### src/rtl/wake_pkg.sv
package wake_pkg;

    localparam int unsigned NUM_SRC   = 3;
    localparam int unsigned TMR_W     = 16;
    localparam int unsigned ADDR_W    = 3;
    localparam int unsigned DATA_W    = 16;

    // Source index: 0 button, 1 lid, 2 AC
    localparam logic [NUM_SRC-1:0] SRC_ACTIVE_HIGH = 3'b110;
    localparam logic [NUM_SRC-1:0] SRC_EDGE_START  = 3'b011;
    localparam logic [NUM_SRC-1:0] SRC_IDLE_LEVEL  = ~SRC_ACTIVE_HIGH;

    localparam logic [ADDR_W-1:0] ADDR_CTRL = 3'd0;
    localparam logic [ADDR_W-1:0] ADDR_TMR0 = 3'd1;
    localparam logic [ADDR_W-1:0] ADDR_STAT = 3'd4;

    localparam logic [TMR_W-1:0] TMR_DEFAULT = 16'd16;

    typedef enum logic [1:0] {
        DB_IDLE  = 2'd0,
        DB_COUNT = 2'd1,
        DB_ARMED = 2'd2
    } db_state_e;

endpackage

### src/rtl/wake_sync.sv
module wake_sync #(
    parameter int unsigned     W         = 3,
    parameter logic [W-1:0]    RST_LEVEL = '0
) (
    input  logic         clk_i,
    input  logic         rst_ni,
    input  logic [W-1:0] raw_i,
    output logic [W-1:0] cur_o,
    output logic [W-1:0] prev_o
);

    typedef struct packed {
        logic [W-1:0] meta;
        logic [W-1:0] cur;
        logic [W-1:0] prev;
    } sync_t;

    sync_t sync_d, sync_q;

    always_comb begin
        sync_d      = sync_q;
        sync_d.meta = raw_i;
        sync_d.cur  = sync_q.meta;
        sync_d.prev = sync_q.cur;
    end

    always_ff @(posedge clk_i or negedge rst_ni) begin
        if (!rst_ni) begin
            sync_q <= '{meta: RST_LEVEL, cur: RST_LEVEL, prev: RST_LEVEL};
        end else begin
            sync_q <= sync_d;
        end
    end

    assign cur_o  = sync_q.cur;
    assign prev_o = sync_q.prev;

endmodule

### src/rtl/wake_debounce.sv
module wake_debounce
    import wake_pkg::*;
#(
    parameter int unsigned TW          = 16,
    parameter bit          ACTIVE_HIGH = 1'b1,
    parameter bit          EDGE_START  = 1'b1
) (
    input  logic          clk_i,
    input  logic          rst_ni,
    input  logic          en_i,
    input  logic          cur_i,
    input  logic          prev_i,
    input  logic [TW-1:0] hold_i,
    output logic          evt_o,
    output logic          busy_o
);

    typedef struct packed {
        db_state_e     st;
        logic [TW-1:0] cnt;
    } db_t;

    db_t db_d, db_q;

    logic          active;
    logic          start;
    logic [TW-1:0] hold_eff;

    always_comb begin
        active   = (cur_i == ACTIVE_HIGH);
        start    = EDGE_START ? (active && (prev_i != cur_i)) : active;
        hold_eff = (hold_i == '0) ? TW'(1) : hold_i;

        db_d  = db_q;
        evt_o = 1'b0;
        if (!en_i) begin
            db_d.st  = DB_IDLE;
            db_d.cnt = '0;
        end else begin
            unique case (db_q.st)
                DB_IDLE: begin
                    if (start) begin
                        db_d.st  = DB_COUNT;
                        db_d.cnt = TW'(1);
                    end
                end
                DB_COUNT: begin
                    if (!active) begin
                        db_d.st = DB_IDLE;
                    end else if (db_q.cnt >= hold_eff) begin
                        db_d.st = DB_ARMED;
                    end else begin
                        db_d.cnt = db_q.cnt + TW'(1);
                    end
                end
                DB_ARMED: begin
                    db_d.st = DB_IDLE;
                    evt_o   = active;
                end
                default: db_d.st = DB_IDLE;
            endcase
        end
    end

    always_ff @(posedge clk_i or negedge rst_ni) begin
        if (!rst_ni) begin
            db_q <= '{st: DB_IDLE, cnt: '0};
        end else begin
            db_q <= db_d;
        end
    end

    assign busy_o = (db_q.st != DB_IDLE);

endmodule

### src/rtl/wake_regs.sv
module wake_regs
    import wake_pkg::*;
#(
    parameter int unsigned N  = NUM_SRC,
    parameter int unsigned TW = TMR_W,
    parameter int unsigned AW = ADDR_W,
    parameter int unsigned DW = DATA_W
) (
    input  logic                 clk_i,
    input  logic                 rst_ni,
    input  logic                 wr_i,
    input  logic [AW-1:0]        addr_i,
    input  logic [DW-1:0]        wdata_i,
    input  logic                 evt_i,
    output logic                 en_o,
    output logic [N-1:0][TW-1:0] hold_o,
    output logic [DW-1:0]        rdata_o,
    output logic                 wake_o
);

    typedef struct packed {
        logic                 en;
        logic [N-1:0][TW-1:0] hold;
        logic                 st_evt;
        logic                 st_wake;
    } regs_t;

    regs_t rg_d, rg_q;

    always_comb begin
        rg_d = rg_q;
        if (wr_i) begin
            if (addr_i == ADDR_CTRL) begin
                rg_d.en = wdata_i[0];
            end
            if (addr_i == ADDR_STAT) begin
                if (wdata_i[0]) rg_d.st_evt  = 1'b0;
                if (wdata_i[1]) rg_d.st_wake = 1'b0;
            end
            for (int i = 0; i < N; i++) begin
                if (addr_i == AW'(ADDR_TMR0 + AW'(i))) begin
                    rg_d.hold[i] = wdata_i[TW-1:0];
                end
            end
        end
        if (evt_i) begin
            rg_d.st_evt  = 1'b1;
            rg_d.st_wake = 1'b1;
        end
    end

    always_comb begin
        rdata_o = '0;
        if (addr_i == ADDR_CTRL) begin
            rdata_o[0] = rg_q.en;
        end
        if (addr_i == ADDR_STAT) begin
            rdata_o[1:0] = {rg_q.st_wake, rg_q.st_evt};
        end
        for (int i = 0; i < N; i++) begin
            if (addr_i == AW'(ADDR_TMR0 + AW'(i))) begin
                rdata_o[TW-1:0] = rg_q.hold[i];
            end
        end
    end

    always_ff @(posedge clk_i or negedge rst_ni) begin
        if (!rst_ni) begin
            rg_q.en      <= 1'b0;
            rg_q.hold    <= {N{TMR_DEFAULT}};
            rg_q.st_evt  <= 1'b0;
            rg_q.st_wake <= 1'b0;
        end else begin
            rg_q <= rg_d;
        end
    end

    assign en_o   = rg_q.en;
    assign hold_o = rg_q.hold;
    assign wake_o = rg_q.st_wake;

endmodule

### src/rtl/wake_detect.sv
module wake_detect
    import wake_pkg::*;
(
    input  logic              clk_i,
    input  logic              rst_ni,
    input  logic              btn_n_i,
    input  logic              lid_i,
    input  logic              ac_i,
    input  logic              reg_wr_i,
    input  logic [ADDR_W-1:0] reg_addr_i,
    input  logic [DATA_W-1:0] reg_wdata_i,
    output logic [DATA_W-1:0] reg_rdata_o,
    output logic              wake_o
);

    logic [NUM_SRC-1:0]            raw;
    logic [NUM_SRC-1:0]            cur;
    logic [NUM_SRC-1:0]            prev;
    logic [NUM_SRC-1:0]            src_evt;
    logic [NUM_SRC-1:0]            src_busy;
    logic [NUM_SRC-1:0][TMR_W-1:0] hold;
    logic                          en_q;
    logic                          any_evt;

    assign raw     = {ac_i, lid_i, btn_n_i};
    assign any_evt = |src_evt;

    wake_sync #(
        .W         (NUM_SRC),
        .RST_LEVEL (SRC_IDLE_LEVEL)
    ) u_sync (
        .clk_i  (clk_i),
        .rst_ni (rst_ni),
        .raw_i  (raw),
        .cur_o  (cur),
        .prev_o (prev)
    );

    for (genvar g = 0; g < NUM_SRC; g++) begin : g_src
        wake_debounce #(
            .TW          (TMR_W),
            .ACTIVE_HIGH (SRC_ACTIVE_HIGH[g]),
            .EDGE_START  (SRC_EDGE_START[g])
        ) u_db (
            .clk_i  (clk_i),
            .rst_ni (rst_ni),
            .en_i   (en_q),
            .cur_i  (cur[g]),
            .prev_i (prev[g]),
            .hold_i (hold[g]),
            .evt_o  (src_evt[g]),
            .busy_o (src_busy[g])
        );
    end

    wake_regs #(
        .N  (NUM_SRC),
        .TW (TMR_W),
        .AW (ADDR_W),
        .DW (DATA_W)
    ) u_regs (
        .clk_i   (clk_i),
        .rst_ni  (rst_ni),
        .wr_i    (reg_wr_i),
        .addr_i  (reg_addr_i),
        .wdata_i (reg_wdata_i),
        .evt_i   (any_evt),
        .en_o    (en_q),
        .hold_o  (hold),
        .rdata_o (reg_rdata_o),
        .wake_o  (wake_o)
    );

endmodule

### config.mk
export PLATFORM = sky130hd
export DESIGN_NAME = wake_detect
export DESIGN_NICKNAME = d
export VERILOG_FILES = /design/src/rtl/wake_pkg.sv /design/src/rtl/wake_sync.sv /design/src/rtl/wake_debounce.sv /design/src/rtl/wake_regs.sv /design/src/rtl/wake_detect.sv
export SDC_FILE = /design/constraint.sdc
export NUM_CORES = 1
export LEC_CHECK = 0
export BUFFER_PORTS_ARGS = -buffer_cell sky130_fd_sc_hd__buf_2
export CAP_MARGIN = 10
export CORE_MARGIN = 4
export CORE_UTILIZATION = 60
export DETAILED_ROUTE_END_ITERATION = 10
export PLACE_DENSITY_LB_ADDON = 0.08
export SETUP_SLACK_MARGIN = 0.05
export SLEW_MARGIN = 20
export SYNTH_ARGS = -nofsm -noshare
export SYNTH_HDL_FRONTEND = slang
export SYNTH_HIERARCHICAL = 1
export SYNTH_SLANG_ARGS = --single-unit
### constraint.sdc
create_clock -name clk_i -period 6.62 [get_ports clk_i]
set_input_delay 0.662 -clock clk_i [delete_from_list [all_inputs] [get_ports clk_i]]
set_output_delay 0.662 -clock clk_i [all_outputs]
set_load 0.005 [all_outputs]
* Yosys cells after proc, flatten, opt, wreduce, memory -nomap -nowiden *
Cells that the tools add are included.
W data, S select, Z words.

word-level totals
  register bits after elaboration = 113
  input bits = 25
  output and inout port bits = 17

cells by class
  reductions and logical operators = 26
  magnitude comparators = 3
  bitwise gates (word level) = 1
  eq/ne operators = 27
  add/sub/neg operators = 3
  muxes and demuxes = 43

operators by type and width
  operator                 number
  $mux W16                 12
  $mux W18                 6
  $pmux W16 S2             3
  $add A16 B1 Y16 const B  3
  $ge A16 B16 Y1           3
  $logic_not A16 Y1        3
  $ne A3 B3 Y1 const B     12
  $mux W2                  10
  $reduce_and A2 Y1        7
  $ne A4 B4 Y1 const B     3
  $pmux W2 S2              3
  $reduce_and A4 Y1        3
  $mux W1                  9
  $reduce_bool A2 Y1       4
  $eq A2 B1 Y1 const B     3
  $eq A2 B2 Y1 const B     3
  $eq A3 B2 Y1 const B     2
  $logic_not A2 Y1         3
  $reduce_and A3 Y1        2
  $eq A3 B1 Y1 const B     1
  $eq A3 B3 Y1 const B     1
  $logic_not A3 Y1         1
  $reduce_or A3 Y1         1
  $logic_and A1 B1 Y1      2
  2 further kinds          3

* Longest topological paths before layout *
  word-level depth = 7
  gate-level depth with buffers = 12

* By module *
Netlist, hierarchy kept.

by module, submodules not included
  module                         instances  area each (sq um)  seq. area each (sq um)  cells each
  wake_regs                      1          2822.7             1280.0                  226
  wake_debounce (g_src[2].u_db)  1          1566.5             450.4                   185
  wake_debounce (g_src[1].u_db)  1          1545.2             450.4                   179
  wake_debounce (g_src[0].u_db)  1          1535.2             450.4                   180
  wake_sync                      1          251.5              229.0                   12
  wake_detect                    1          6.3                0.0                     1

* Worst setup path after synthesis *
Ideal clock, no wire load.

  path kind = flip-flop to flip-flop
  start point = register, netlist name u_regs/hold_o[40]
  end point = register g_src[2].u_db/db_q[15] in the netlist's numbering
  period minus slack after synthesis = 2542 ps
  data required time = 6481 ps
  setup slack = 4078 ps
  arrival = 2403 ps
  stages on the path, launching flop included = 11
  buffers on the path = 1
  cell sequence = dfrtp_1 buf_4 nor4_1 a41o_1 ha_1 nand2b_1 a2111oi_0 or4b_4 a31oi_4 o311ai_0 o31ai_1

between the ends
  longest elaborated chain between the ends = 5

ends and longest elaborated chain
  what                           line                 RTL
  $logic_not A16 Y1              wake_debounce.sv:32  hold_eff = (hold_i == '0) ? TW'(1) : hold_i;
  $mux W16 *                     wake_debounce.sv:32
  $ge A16 B16 Y1 *               wake_debounce.sv:50  end else if (db_q.cnt >= hold_eff) begin
  $ne A3 B3 Y1 (no line) *       n/a
  $reduce_and A4 Y1 (no line) *  n/a
  end signal: assignment         wake_debounce.sv:67  db_q <= '{st: DB_IDLE, cnt: '0};
  end: declaration               wake_debounce.sv:23  db_t db_d, db_q;

Mark *: on every way between the ends. The rest lies on a longest branch, timed or not.
A chain may end at the register's enable or synchronous reset.

* Worst setup path after layout *
  start point = register, netlist name u_regs/hold_o[8]
  end point = register g_src[0].u_db/db_q[1] in the netlist's numbering

between the ends
  longest elaborated chain between the ends = 5

ends and longest elaborated chain
  what                           line
  $logic_not A16 Y1              wake_debounce.sv:32
  $mux W16 *                     wake_debounce.sv:32
  $ge A16 B16 Y1 *               wake_debounce.sv:50
  $ne A3 B3 Y1 (no line) *       n/a
  $reduce_and A4 Y1 (no line) *  n/a
  end signal: assignment         wake_debounce.sv:67
  end: declaration               wake_debounce.sv:23

Marked as above.

==> impl_results.md <==
* Endpoints failing hold at 0
* Fin area at around 8100 um^2
* Max Root-Sink Buffers at 2
* Switching power at 0.0007332 W
* Vias at approximately 6000
* Setup crit end: g_src[0].u_db/db_q[1]$_DFFE_PN0P_
* Crit. Startpoint: u_regs/hold_o[8]$_DFFE_PN0P_
* R2r startpoint: u_regs/hold_o[8]$_DFFE_PN0P_
* Area growth, synth to finish at 5.152%
* DRC Markers at 0
* Most common cell after layout, fill and taps aside: dfrtp_1
* Crit Path Class: flop to flop
* HP Class: input pin to async pin
* Via/cell ratio at ~6.3
* Minimum clock period at ~3.4 ns
* Largest net degree at the start of global routing at 75
* Vias in the first global route at around 5900
* RSZ-0062 raised after global routing: false
* Initial antenna violation count at 0
* Fin worst setup slack at around 3.2 ns
* Hold-fix buffers at CTS at 0
* R2R depth at 8
* Sw frac at 0.3348
* Final Skew at just over 0.007 ns
* DRT antenna net count at 0
* Syn Area/Cell at between 9 and 10 um^2
* Maxcap violations at 0
* Crit-path max FO at 18
* Setup TNS at 0 ns
* Wirelength per Cell at just under 20 um
* I/O Buffers at 41
* WP data arrival at about 3.7 ns
* Post-CTS setup buffers at 0
* M2 GR Usage at 0.4394
* Die height at 121.3 um
* Most frequent cells in the layout: dfrtp_1, inv_1, mux2_2, ha_1, nand2_1
* Root Driver: clkbuf_16
* Top Ports at 42
* Starting Density at 0.6125
* Seq pwr share at 0.414
* Mapped Area at 7699 um^2
* Placed Area at around 7600 um^2
* Tcrit/Tclk final at 0.5098
* Logic pwr share at 0.205
* Setup violations, final at 0
* Post-CTS sizing at 0
* CTS Buf Count at 17
* Synth warnings at 6
* Clock power frac at 0.381
* Reg2Reg Setup Slack at approximately 3.2 ns
* Clock transition at the registers of the reported paths at 0.06 ns
* Ant diodes at 0
* Worst-margin pin slew at 1.079 ns
* Internal power at 0.001457 W
* CTS tree: done
* Total GRT Usage at 0.2732
* Die Area at roughly 15000 um^2
* Sink Count at between 100 and 150
* Die width at approximately 120 um
* Synth Net Count at 857
* First-pass GRT wire length at 31080 um
* Met3 Track Usage GR at 0.06480
* Worst relative slew slack at 0.2791
* Reg-to-reg critical path endpoint: g_src[0].u_db/db_q[1]$_DFFE_PN0P_
* Initial drt markers at 682
* Total grt overflow at 0
* Post-DP HPWL at 13480 um
* Clock Latency Late Sink at about 0.43 ns
* Row cnt at 41
* GR Util met1 at 0.3690
* Gp weighted congestion at ~0.9
* Critical path required time at 6.97 ns
* H-tree depth reported by CTS at 4
* Fill count at around 1000
* DRT Pass-1 Iters at 5
* GRT busiest layer: met2
* LEAKAGE at between 3 and 4 nW
* Cells after Synth at ~780
* Startpoint types: flop
* Layout cells sized above 1 at 0.2539
* Highest clock rate at roughly 300 MHz
* Crit. End Element: flop
* Layout Nets at 839
* Worst slack, placed at 3.403 ns
* Max-slew violations at 0
* Total core area at about 13000 um^2
* Peak VDD IR at approximately 180 uV
* DRT Wirelength at 18760 um
* PD cells at 270.5 nW/um^2
* Status: completed
## sequential cells by signal, summed over array words and instances (netlist names)
| name | count |
|---|---|
| u_sync/prev_o | 2 |
| u_regs/hold_o | 48 |
| u_regs/rg_q | 1 |
| u_sync/cur_o | 3 |
| u_regs/en_o | 1 |
| u_regs/wake_o | 1 |
| u_sync/sync_d | 3 |
| g_src.u_db/db_q | 54 |
## critical path, cell delays in order, from the launching register on
cell     delay (ns)
dfrtp_1        0.41
nor4_1         0.41
a41o_1         0.26
ha_1           0.24
nor3b_1        0.22
o21ai_1        0.13
a32oi_2        0.76
a32o_2         0.62
mux2i_1        0.24
## area by class of cell
cell class / count / area [um^2] / area share
multi-input cells: 531 / 4073 / 0.5031
flip-flops and latches: 113 / 2836 / 0.3504
clock buffers: 18 / 429.2 / 0.05301
inverters: 58 / 217.7 / 0.02689
repair buffers: 42 / 215.2 / 0.02658
well taps: 172 / 215.2 / 0.02658
clock inverters: 14 / 108.9 / 0.01345
## metrics by stage
stage	hold slack, ns	power (W)	std cells	utilization
3_3_place_gp	0.3335	0.001339	916	0.6010
3_5_place_dp	0.3402	0.001361	916	0.6010
4_1_cts	0.2145	0.002203	948	0.6438
6_report	0.2045	0.002190	948	0.6441
5_1_grt	0.2498	0.002306	948	0.6441
2_1_floorplan	0.3312	0.001293	781	-
## power by group through the flow
stage / logic, W / registers (W) / clock network [W]
final: 0.000450 / 0.000906 / 0.000835
after global routing: 0.000508 / 0.000917 / 0.000882
after CTS: 0.000450 / 0.000903 / 0.000851
after detailed placement: 0.000446 / 0.000915 / 0
after global placement: 0.000432 / 0.000908 / 0
after floorplan: 0.000452 / 0.000841 / 0
## worst min-delay path by stage
| stage | start | slack, ns | to |
|---|---|---|---|
| 2_1_floorplan | u_sync/sync_d[4]$_DFF_PN0_ | 0.33 | u_sync/cur_o[1]$_DFF_PN0_ |
| 3_3_place_gp | u_sync/sync_d[4]$_DFF_PN0_ | 0.33 | u_sync/cur_o[1]$_DFF_PN0_ |
| 3_5_place_dp | u_sync/sync_d[4]$_DFF_PN0_ | 0.34 | u_sync/cur_o[1]$_DFF_PN0_ |
| 4_1_cts | rst_ni | 0.21 | g_src[2].u_db/db_q[8]$_DFFE_PN0P_ |
| 5_1_grt | rst_ni | 0.25 | g_src[2].u_db/db_q[8]$_DFFE_PN0P_ |
| 6_report | rst_ni | 0.20 | g_src[2].u_db/db_q[8]$_DFFE_PN0P_ |
## layer usage
| layer | share of wire | up-vias |
|---|---|---|
| li1 | - | 2790 |
| met1 | 0.44 | 2976 |
| met2 | 0.48 | 194 |
| met3 | 0.052 | 30 |
| met4 | 0.020 | 0 |
| met5 | 0 | - |
(Power assumes the default switching activity.)
